<file path="src/rtl/tmr_pkg.sv">
package tmr_pkg;
  localparam int BYTE_W = 8;
  localparam int CNT_W  = 16;
  localparam int N_CMP  = 2;
  localparam int N_EVT  = 3;
  localparam int OFS_W  = 3;

  localparam logic [OFS_W-1:0] OFS_IEN  = 3'd0;
  localparam logic [OFS_W-1:0] OFS_STAT = 3'd1;
  localparam logic [OFS_W-1:0] OFS_CNTH = 3'd2;
  localparam logic [OFS_W-1:0] OFS_CNTL = 3'd3;
  localparam logic [OFS_W-1:0] OFS_CMPH = 3'd4;
  localparam logic [OFS_W-1:0] OFS_CMPL = 3'd5;
  localparam logic [OFS_W-1:0] OFS_CTRL = 3'd6;
  localparam logic [OFS_W-1:0] OFS_BANK = 3'd7;

  localparam int EV_A   = 0;
  localparam int EV_B   = 1;
  localparam int EV_WRP = 2;

  localparam int BIT_CLRA = 0;

  typedef logic [CNT_W-1:0]  cnt_t;
  typedef logic [BYTE_W-1:0] byte_t;
  typedef logic [N_EVT-1:0]  evt_t;

  function automatic int evt_bit(input int ev);
    return 3 - ev;
  endfunction
endpackage

</file>
<file path="src/rtl/tmr_counter.sv">
module tmr_counter
  import tmr_pkg::*;
(
  input  logic                        clk,
  input  logic                        rst,
  input  logic                        tick_en,
  input  logic                        ld,
  input  cnt_t                        ld_val,
  input  logic                        clr_on_a,
  input  logic [N_CMP-1:0][CNT_W-1:0] cmp_vals,
  output cnt_t                        cnt_q,
  output logic [N_CMP-1:0]            match,
  output logic                        wrap
);
  localparam cnt_t TOP = '1;

  logic step;
  logic clr;
  assign step = tick_en && !ld;

  for (genvar g = 0; g < N_CMP; g++) begin : g_cmp
    assign match[g] = step && (cnt_q == cnt_t'(cmp_vals[g]));
  end

  assign clr  = match[EV_A] && clr_on_a;
  assign wrap = step && !clr && (cnt_q == TOP);

  always_ff @(posedge clk) begin
    if (rst) begin
      cnt_q <= '0;
    end else if (ld) begin
      cnt_q <= ld_val;
    end else if (clr) begin
      cnt_q <= '0;
    end else if (step) begin
      cnt_q <= cnt_q + cnt_t'(1);
    end
  end
endmodule

</file>
<file path="src/rtl/tmr_regs.sv">
module tmr_regs
  import tmr_pkg::*;
#(
  parameter int                ADDR_W    = 16,
  parameter logic [ADDR_W-1:0] BASE_ADDR = 16'hFF90
)(
  input  logic                        clk,
  input  logic                        rst,
  input  logic                        bus_sel,
  input  logic                        bus_we,
  input  logic [ADDR_W-1:0]           bus_addr,
  input  byte_t                       bus_wdata,
  output byte_t                       bus_rdata,
  input  cnt_t                        cnt_q,
  input  evt_t                        evt,
  output evt_t                        flags,
  output evt_t                        ien,
  output logic                        clr_on_a,
  output logic                        cnt_en,
  output logic                        cnt_ld,
  output cnt_t                        cnt_ld_val,
  output logic [N_CMP-1:0][CNT_W-1:0] cmp_vals
);
  localparam int HI_W = ADDR_W - OFS_W;
  localparam logic [HI_W-1:0] BASE_HI = BASE_ADDR[ADDR_W-1:OFS_W];

  logic             hit, wr, rd;
  logic [OFS_W-1:0] ofs;
  logic             bank;
  byte_t            hold_hi;
  byte_t            snap_lo;
  evt_t             armed;
  logic             wr_stat, rd_stat;
  byte_t            stat_byte, ien_byte;
  cnt_t             cmp_sel;

  assign hit     = bus_sel && (bus_addr[ADDR_W-1:OFS_W] == BASE_HI);
  assign ofs     = bus_addr[OFS_W-1:0];
  assign wr      = hit && bus_we;
  assign rd      = hit && !bus_we;
  assign wr_stat = wr && (ofs == OFS_STAT);
  assign rd_stat = rd && (ofs == OFS_STAT);

  assign cnt_ld     = wr && (ofs == OFS_CNTL);
  assign cnt_ld_val = {hold_hi, bus_wdata};
  assign cmp_sel    = cmp_vals[bank];

  always_comb begin
    stat_byte = '0;
    ien_byte  = '0;
    for (int i = 0; i < N_EVT; i++) begin
      stat_byte[evt_bit(i)] = flags[i];
      ien_byte[evt_bit(i)]  = ien[i];
    end
    stat_byte[BIT_CLRA] = clr_on_a;
  end

  // Flag set/arm/clear, one slice per event source
  for (genvar g = 0; g < N_EVT; g++) begin : g_flag
    logic clr_g;
    assign clr_g = wr_stat && !bus_wdata[evt_bit(g)] && armed[g];
    always_ff @(posedge clk) begin
      if (rst) begin
        flags[g] <= 1'b0;
        armed[g] <= 1'b0;
      end else begin
        if (evt[g])     flags[g] <= 1'b1;
        else if (clr_g) flags[g] <= 1'b0;
        if (clr_g)        armed[g] <= 1'b0;
        else if (rd_stat) armed[g] <= flags[g];
      end
    end
  end

  // Control registers
  always_ff @(posedge clk) begin
    if (rst) begin
      ien      <= '0;
      clr_on_a <= 1'b0;
      cnt_en   <= 1'b0;
      bank     <= 1'b0;
      hold_hi  <= '0;
    end else if (wr) begin
      case (ofs)
        OFS_IEN: begin
          for (int i = 0; i < N_EVT; i++) ien[i] <= bus_wdata[evt_bit(i)];
        end
        OFS_STAT: clr_on_a <= bus_wdata[BIT_CLRA];
        OFS_CNTH: hold_hi  <= bus_wdata;
        OFS_CMPH: hold_hi  <= bus_wdata;
        OFS_CTRL: cnt_en   <= bus_wdata[0];
        OFS_BANK: bank     <= bus_wdata[0];
        default: ;
      endcase
    end
  end

  // Compare registers, one per channel
  for (genvar g = 0; g < N_CMP; g++) begin : g_cmpreg
    always_ff @(posedge clk) begin
      if (rst) begin
        cmp_vals[g] <= '1;
      end else if (wr && (ofs == OFS_CMPL) && (int'(bank) == g)) begin
        cmp_vals[g] <= {hold_hi, bus_wdata};
      end
    end
  end

  // Registered read path with low-byte snapshot
  always_ff @(posedge clk) begin
    if (rst) begin
      bus_rdata <= '0;
      snap_lo   <= '0;
    end else if (rd) begin
      case (ofs)
        OFS_IEN:  bus_rdata <= ien_byte;
        OFS_STAT: bus_rdata <= stat_byte;
        OFS_CNTH: begin
          bus_rdata <= cnt_q[CNT_W-1:BYTE_W];
          snap_lo   <= cnt_q[BYTE_W-1:0];
        end
        OFS_CNTL: bus_rdata <= snap_lo;
        OFS_CMPH: bus_rdata <= cmp_sel[CNT_W-1:BYTE_W];
        OFS_CMPL: bus_rdata <= cmp_sel[BYTE_W-1:0];
        OFS_CTRL: bus_rdata <= {7'd0, cnt_en};
        default:  bus_rdata <= {7'd0, bank};
      endcase
    end
  end
endmodule

</file>
<file path="src/rtl/tmr_irq.sv">
module tmr_irq
  import tmr_pkg::*;
#(
  parameter int                CODE_W   = 5,
  parameter logic [CODE_W-1:0] CODE_A   = 5'd16,
  parameter logic [CODE_W-1:0] CODE_B   = 5'd17,
  parameter logic [CODE_W-1:0] CODE_WRP = 5'd18
)(
  input  logic              clk,
  input  logic              rst,
  input  evt_t              flags,
  input  evt_t              ien,
  output logic              irq_req,
  output logic [CODE_W-1:0] irq_code
);
  evt_t              pend;
  logic [CODE_W-1:0] code_d;

  assign pend = flags & ien;

  always_comb begin
    code_d = '0;
    if (pend[EV_A])   code_d = CODE_A;
    if (pend[EV_B])   code_d = CODE_B;
    if (pend[EV_WRP]) code_d = CODE_WRP;
  end

  always_ff @(posedge clk) begin
    if (rst) begin
      irq_req  <= 1'b0;
      irq_code <= '0;
    end else begin
      irq_req  <= |pend;
      irq_code <= code_d;
    end
  end
endmodule

</file>
<file path="src/rtl/dual_cmp_timer.sv">
module dual_cmp_timer
  import tmr_pkg::*;
#(
  parameter int                ADDR_W    = 16,
  parameter logic [ADDR_W-1:0] BASE_ADDR = 16'hFF90,
  parameter int                CODE_W    = 5
)(
  input  logic              clk,
  input  logic              rst,
  input  logic              tick,
  input  logic              bus_sel,
  input  logic              bus_we,
  input  logic [ADDR_W-1:0] bus_addr,
  input  logic [7:0]        bus_wdata,
  output logic [7:0]        bus_rdata,
  output logic              irq_req,
  output logic [CODE_W-1:0] irq_code
);
  cnt_t                        cnt_q;
  evt_t                        evt, flags, ien;
  logic                        clr_on_a, cnt_en, cnt_ld, tick_en, wrap;
  cnt_t                        cnt_ld_val;
  logic [N_CMP-1:0][CNT_W-1:0] cmp_vals;
  logic [N_CMP-1:0]            match;
  cnt_t                        cmp_a_w;

  assign tick_en = tick && cnt_en;
  assign cmp_a_w = cmp_vals[EV_A];
  assign evt     = {wrap, match[EV_B], match[EV_A]};

  tmr_regs #(.ADDR_W(ADDR_W), .BASE_ADDR(BASE_ADDR)) u_regs (
    .clk(clk), .rst(rst), .bus_sel(bus_sel), .bus_we(bus_we),
    .bus_addr(bus_addr), .bus_wdata(bus_wdata), .bus_rdata(bus_rdata),
    .cnt_q(cnt_q), .evt(evt), .flags(flags), .ien(ien),
    .clr_on_a(clr_on_a), .cnt_en(cnt_en), .cnt_ld(cnt_ld),
    .cnt_ld_val(cnt_ld_val), .cmp_vals(cmp_vals)
  );

  tmr_counter u_cnt (
    .clk(clk), .rst(rst), .tick_en(tick_en), .ld(cnt_ld),
    .ld_val(cnt_ld_val), .clr_on_a(clr_on_a), .cmp_vals(cmp_vals),
    .cnt_q(cnt_q), .match(match), .wrap(wrap)
  );

  tmr_irq #(.CODE_W(CODE_W)) u_irq (
    .clk(clk), .rst(rst), .flags(flags), .ien(ien),
    .irq_req(irq_req), .irq_code(irq_code)
  );
endmodule

</file>
<file path="config.mk">
export PLATFORM = sky130hd
export DESIGN_NAME = dual_cmp_timer
export DESIGN_NICKNAME = d
export VERILOG_FILES = /design/src/rtl/tmr_pkg.sv /design/src/rtl/tmr_counter.sv /design/src/rtl/tmr_regs.sv /design/src/rtl/tmr_irq.sv /design/src/rtl/dual_cmp_timer.sv
export SDC_FILE = /design/constraint.sdc
export NUM_CORES = 1
export LEC_CHECK = 0
export ABC_AREA = 1
export BUFFER_PORTS_ARGS = -buffer_cell sky130_fd_sc_hd__buf_2
export CELL_PAD_IN_SITES_DETAIL_PLACEMENT = 1
export CELL_PAD_IN_SITES_GLOBAL_PLACEMENT = 2
export CORE_UTILIZATION = 31
export CTS_BUF_LIST = sky130_fd_sc_hd__clkbuf_8
export CTS_CLUSTER_DIAMETER = 80
export DETAILED_ROUTE_END_ITERATION = 7
export PLACE_DENSITY = 0.78
export SETUP_SLACK_MARGIN = 0.1
export SYNTH_ARGS = -nofsm -noshare
export SYNTH_HDL_FRONTEND = slang
export SYNTH_HIERARCHICAL = 1
export SYNTH_SLANG_ARGS = --single-unit
</file>
<file path="constraint.sdc">
create_clock -name clk -period 1.9 [get_ports clk]
set_clock_uncertainty 0.1 [all_clocks]
set_input_delay 0.38 -clock clk [delete_from_list [all_inputs] [get_ports clk]]
set_output_delay 0.38 -clock clk [all_outputs]
set_load 0.01 [all_outputs]
</file>
==> reports/qor.yml, run 1 <==
share_comb_of_total_power_pct: 6.5
reg2reg_from: "u_cnt/cnt_q[4]$_SDFFE_PP0P_"
async_flop_share_pct: 0
power_switching_uw: 871
fp.dieH_um: 134
diodes: 0
cts_root_buffer: "clkbuf_8"
cp_max_fo: 4
syn_area_sq_mm: 0.00536
final_area_sq_mm: 0.00625
ys_seq_elements: 87
rows: 47
io_buffers: 40
hold_class: "in -> reg"
ir_drop_v: 0.000277
p_clk_share_pct: 39.8
dpl.hpwl_mm: 16.4
grt_usage_pct: 24.6
grt-ovfl-total: 0
min_period_ns: 1.68
start_util_pct: 32.0
grt_pass1_vias: 5741
seq_power_share_pct: 53.7
p_int_mw: 2.52
antenna_found_initial: 0
setup.worst_path.end: "u_cnt/cnt_q[8]$_SDFFE_PP0P_"
startpoint: "u_cnt/cnt_q[4]$_SDFFE_PP0P_"
core_area_sq_mm: 0.0168
endpoint_kind: "register"
status: "complete, no violations"
vias: 5635
setup_viol_count_final: 0
final_layout_size_suffix_gt1_share_pct: 18.7
synth_edf_count: 0
clk_transition_reported_paths_ns: 0.09
pin_count: 43
dp_cells: 1096
ys.flop_type: "dfxtp_1"
drc_errors: 0
fmax_mhz: 597
start_kind: "register"
power.density_mw_per_mm2: 542
worstSetupPathType: "reg -> reg"
p_leak_nw: 3.13
synth_area_leaders: "dfxtp_1, nand2_1, nand3_1, nor2_1, inv_1"
clock-sinks: 87
r2r_cells: 8
cts_tree: "yes"
insertion_delay_ns: 0.39
drt-initial-drc-count: 278
grt_pass1_wl_mm: 32.8
wl_mm: 20.8
first_pass_iters: 5
area_growth_pct: 16.5
yosysWarnings: 6
grt_max_degree: 33
synth.distinct_cells: 39
cts.htree.levels: 3
final_cell_count_no_fill: 1112
sw_frac_of_total_pct: 25.7
synth_top_area_share_pct: 32.5
arrival_ns: 1.89
nNetsFinal: 917
rsz0062_at_grt: "yes"
die_w_um: 134
r2r_slack_ns: 0.22
yosysSeqAreaShare_pct: 32.5
post-cts-setup-buffers: 0
finalSetupTns_ns: 0
ctsLongestPathBuffers: 2
syn_area_per_cell_sq_um: 6.41
wire_per_inst_um: 18.7
hold_violations: 0
final.period_utilization_pct: 88.2
place_area_sq_mm: 0.00603
synth_top_cell_by_area: "dfxtp_1"
gp_congestion: 0.933
slew_violations: 0
vias_per_cell: 5.07
ant_nets: 0
maxCapViolCount: 0
cp.required_ns: 2.11
holdBufCountCts: 0
synthCells: 836
r2r_end: "u_cnt/cnt_q[8]$_SDFFE_PP0P_"
cts_inserted_buffers: 9
die_area_sq_mm: 0.0178
[state kept, by name, summed over array words and instances, names as in the netlist]
signal and flops:
u_cnt/cnt_q 16, u_irq/irq_code 3, u_regs/armed 3, u_regs/bank 1, u_regs/bus_rdata 8, u_regs/clr_on_a 1, u_regs/cmp_vals 32, u_regs/cnt_en 1
u_regs/flags 3, u_regs/hold_hi 8, u_regs/ien 3, u_regs/snap_lo 8
[metrics by stage]
| stage | setup WS (ns) | total power [mW] | hold slack, ns | utilization [%] |
|---|---|---|---|---|
| 6_report | 0.224 | 3.39 | 0.221 | 37.3 |
| 5_1_grt | 0.0800 | 3.54 | 0.214 | 37.3 |
| 4_1_cts | 0.166 | 3.45 | 0.199 | 37.1 |
| 3_5_place_dp | -0.157 | 2.09 | 0.354 | 36.0 |
| 3_3_place_gp | -0.0827 | 2.08 | 0.352 | 36.0 |
| 2_1_floorplan | -0.0433 | 1.98 | 0.352 | - |
[cells in the final DEF (no fill, tap or decap), drive strengths merged, types with 16 or more instances in the layout]
cell	instances
nand3	112
inv	98
buf	90
dfxtp	87
nor2	110
nand2	254
nand4	24
xor2	17
a22oi	16
o21ai	17
a21oi	27
[power by group through the flow]
stage	sequential (mW)	clock, mW	combinational [mW]
2_1_floorplan	1.86	0	0.120
3_3_place_gp	1.86	0	0.218
3_5_place_dp	1.86	0	0.222
4_1_cts	1.82	1.40	0.223
5_1_grt	1.82	1.48	0.239
6_report	1.82	1.35	0.221
[cells in the mapped netlist, types with 9 or more instances]
cell	count
buf_2	13
xor2_1	17
dfxtp_1	87
clkbuf_1	9
buf_4	19
nand2_1	252
nand3_1	104
inv_1	83
a21oi_1	27
buf_6	9
a22oi_1	16
nor2_1	98
inv_2	11
nand4_1	21
o21ai_0	15
nor2_2	9
[critical path, cell delays in order, from the launching register on]
cell and delay (ns):
dfxtp_1 0.44, inv_1 0.12, buf_4 0.16, nor3_1 0.27
nand2_1 0.10, xor2_1 0.15, inv_1 0.05, nand3_1 0.07
a21oi_1 0.14
[kinds of logic after synthesis]
logic type	share of synthesized area [%]
simple gates	43.3
buf+inv	13.2
flops	32.5
compound gates	7.28
xor+xnor	3.41
fa+ha+maj	0.233
other cells	0.0699
[cell type report]
type,count,area (sq um)
Inverter,96,363
Clock inverter,6,53.8
Sequential cell,87,1760
Multi-Input combinational cell,603,2990
Fill cell,2205,10500
Tap cell,220,275
Timing Repair Buffer,90,676
Clock buffer,10,138
[layer usage]
metal  vias up  global-route usage, %  share of wire (%)
met5         -                      0                  0
met3        36                   4.34                4.2
li1       2750                      -                  -
met2       117                   41.4                 48
met1      2732                   31.4                 45
met4         0                   8.96                2.6
[worst min path at each step]
stage / from / end / slack [ns] / depth (start not counted)
detailed placement: u_regs/bus_rdata[5]$_SDFFE_PP0P_ / u_regs/bus_rdata[5]$_SDFFE_PP0P_ / 0.35 / 2
floorplan: rst / u_irq/irq_code[1]$_SDFF_PP0_ / 0.35 / 1
global placement: u_regs/bus_rdata[0]$_SDFFE_PP0P_ / u_regs/bus_rdata[0]$_SDFFE_PP0P_ / 0.35 / 2
CTS: bus_wdata[6] / u_regs/cmp_vals[22]$_SDFFE_PP1P_ / 0.20 / 3
finish: bus_wdata[6] / u_regs/cmp_vals[22]$_SDFFE_PP1P_ / 0.22 / 3
global route: bus_wdata[6] / u_regs/cmp_vals[22]$_SDFFE_PP1P_ / 0.21 / 3
[timing repair]
item	in CTS	in global routing
pin swaps	0	1
setup endpoints to repair	3	18
gates resized for setup	3	11
Note: power is estimated with default switching activity, not from simulation.
==> inputs of run 2 (changes only) <==
- PLACE_DENSITY: 0.78 -> not set
- PLACE_DENSITY_LB_ADDON: not set -> 0.05
==> run 2 against run 1 <==
Register-to-register slack worse by 0.10 ns; global-route usage down 0.16 points; sequential power about the same; non-clock buffer count down 1; clock power up 26%; sequential cell count unchanged; combinational power up 3%.
==> reports/qor.yml, run 2 (synthesis gave the netlist of run 1 again) <==
cp.required_ns: 2.07  # was 2.11 ns
grt_usage_pct: 24.5  # was 24.6%
start_util_pct: 32.0  # unchanged
grt-ovfl-total: 0  # unchanged
relSlewSlack_pct: 63.5
clock-sinks: 87  # unchanged
die_w_um: 134  # unchanged
start_kind: "register"  # unchanged
worst_slew_pin_slew_ns: 0.547
post-cts-setup-buffers: 0  # unchanged
rows: 47  # unchanged
crit_path_cell_trace: "inv_2, nand2_1, nand2_1, nor2_1, nor2_1, nand3_1, nand2_1, a21oi_1"  # was inv_1, buf_4, nor3_1, nand2_1, xor2_1, inv_1, nand3_1, a21oi_1
status: "complete, no violations"  # unchanged
grt_pass1_vias: 5537  # was 5741
grt_max_degree: 33  # unchanged
maxCapViolCount: 0  # unchanged
seq_area_sq_mm: 0.00175  # was 0.00176 sq mm
ir_drop_v: 0.000320  # was 0.000277 V
rsz0062_at_grt: "yes"  # unchanged
endpoint_kind: "register"  # unchanged
critPathBufInv: 1  # was 3
ant_nets: 0  # unchanged
final.period_utilization_pct: 93.5  # was 88.2%
place_ws_ns: -0.170  # was -0.157 ns
r2r_end: "u_regs/bus_rdata[3]$_SDFFE_PP0P_"  # was u_cnt/cnt_q[8]$_SDFFE_PP0P_
total_power_mw: 3.75  # was 3.39 mW
r2r_cells: 8  # unchanged
worstSetupPathType: "reg -> reg"  # unchanged
pin_count: 43  # unchanged
min_from: "bus_wdata[4]"  # was bus_wdata[6]
die_area_sq_mm: 0.0178  # unchanged
wl_mm: 21.1  # was 20.8 mm
gp_congestion: 0.923  # was 0.933
cp_max_fo: 25  # was 4
multi_input_area_sq_mm: 0.00298  # was 0.00299 sq mm
postCtsResizedCells: 2  # was 3
antenna_found_initial: 0  # unchanged
insertion_delay_ns: 0.39  # about the same
cpPeakStageDelay_ns: 0.41  # was 0.44 ns
mostFrequentLayoutCells: "nand2_1, nand3_1, nor2_1"  # unchanged
min_path_cells: 3  # unchanged
min_period_ns: 1.78  # was 1.68 ns
final_layout_size_suffix_gt1_share_pct: 19.0  # was 18.7%
crit_top_cell: "nand2_1"  # was inv_1
slew_violations: 0  # unchanged
hold_class: "in -> reg"  # unchanged
holdBufCountCts: 0  # unchanged
arrival_ns: 1.95  # was 1.89 ns
slowest_stage: "inv_2"  # was dfxtp_1
cts_root_buffer: "clkbuf_8"  # unchanged
io_buffers: 40  # unchanged
postLayoutSetupSlackWorst_ns: 0.123  # was 0.224 ns
crit_family: "simple AND/OR/NAND/NOR gates"  # was flip-flops
dpl.hpwl_mm: 16.5  # was 16.4 mm
regMostFlops: "u_regs/cmp_vals"  # unchanged
setup_viol_count_final: 0  # unchanged
area_growth_pct: 16.7  # was 16.5%
final_common_cell: "nand2_1"  # unchanged
r2r_slack_ns: 0.12  # was 0.22 ns
power.density_mw_per_mm2: 599  # was 542 mW/mm^2
reg2reg_from: "u_regs/bank$_SDFFE_PP0P_"  # was u_cnt/cnt_q[4]$_SDFFE_PP0P_
fp.dieH_um: 134  # unchanged
hold_slack_ns: 0.239  # was 0.221 ns
vias: 5572  # was 5635
largestRegisters: "u_regs/cmp_vals (32), u_cnt/cnt_q (16)"  # unchanged
hold_violations: 0  # unchanged
nFillCells: 2227  # was 2205
cts.htree.levels: 3  # unchanged
ctsLongestPathBuffers: 2  # unchanged
drc_errors: 0  # unchanged
drt-initial-drc-count: 374  # was 278
largest_reg_flops: 32  # unchanged
wire_per_inst_um: 19.0  # was 18.7 um
cts_inserted_buffers: 9  # unchanged
vias_per_cell: 5.02  # was 5.07
p_leak_nw: 3.12  # was 3.13 nW
first_pass_iters: 5  # unchanged
holdPathEnd: "u_regs/cmp_vals[20]$_SDFFE_PP1P_"  # was u_regs/cmp_vals[22]$_SDFFE_PP1P_
diodes: 0  # unchanged
fmax_mhz: 563  # was 597 MHz
clk_transition_reported_paths_ns: 0.10  # was 0.09 ns
core_area_sq_mm: 0.0168  # unchanged
grt_pass1_wl_mm: 32.2  # was 32.8 mm
cts_tree: "yes"  # unchanged
nNetsFinal: 916  # was 917
==> run 2: metrics by stage <==
step           setup TNS, ns  cells  area [sq um]  utilization, %
2_1_floorplan        -0.0433    837          5430               -
3_3_place_gp          -0.766   1095          5980            35.7
3_5_place_dp           -2.17   1095          5980            35.7
4_1_cts                    0   1111          6240            37.2
5_1_grt                    0   1111          6250            37.3
6_report                   0   1111          6250            37.3
==> run 2: cell type report <==
class                      instances  share of cell area (%)
multi-input combinational        603                    47.6
sequential                        87                    28.0
timing repair buffer              89                    10.1
inverter                          96                    5.80
tap                              220                    4.40
clock buffer                      10                    2.20
clock inverter                     6                    1.84
==> run 2: per-layer routing <==
layer / global-route usage, % / up-vias / routed length [um]
li1: - / 2747 / -
met1: 30.5 / 2686 / 9490
met2: 43.6 / 111 / 10600
met3: 2.59 / 28 / 606
met4: 8.40 / 0 / 471
met5: 0 / - / 0
==> run 2: worst max-delay path by stage <==
stage	start	end	slack [ns]	depth (start not counted)
final	u_regs/bank$_SDFFE_PP0P_	u_regs/bus_rdata[3]$_SDFFE_PP0P_	0.12	8
after global routing	u_regs/bank$_SDFFE_PP0P_	u_regs/bus_rdata[3]$_SDFFE_PP0P_	0.07	8
after CTS	u_cnt/cnt_q[8]$_SDFFE_PP0P_	u_cnt/cnt_q[5]$_SDFFE_PP0P_	0.11	8
after detailed placement	bus_addr[10]	u_regs/flags[2]$_SDFFE_PP0P_	-0.17	17
after global placement	bus_addr[10]	u_cnt/cnt_q[0]$_SDFFE_PP0P_	-0.05	16
after floorplan	bus_addr[10]	u_regs/flags[2]$_SDFFE_PP0P_	-0.04	18
==> run 2: worst register-to-register path, stage by stage, from the launching register on <==
cell     delay (ns)
dfxtp_1        0.33
inv_2          0.41
nand2_1        0.12
nand2_1        0.18
nor2_1         0.07
nor2_1         0.20
nand3_1        0.12
nand2_1        0.08
a21oi_1        0.05
==> run 2: power by group <==
part | leakage (nW) | switching, mW | internal [mW]
Clock | 0.123 | 0.782 | 0.917
Sequential | 0.706 | 0.0000131 | 1.82
Combinational | 2.29 | 0.158 | 0.0691
Total | 3.12 | 0.940 | 2.81
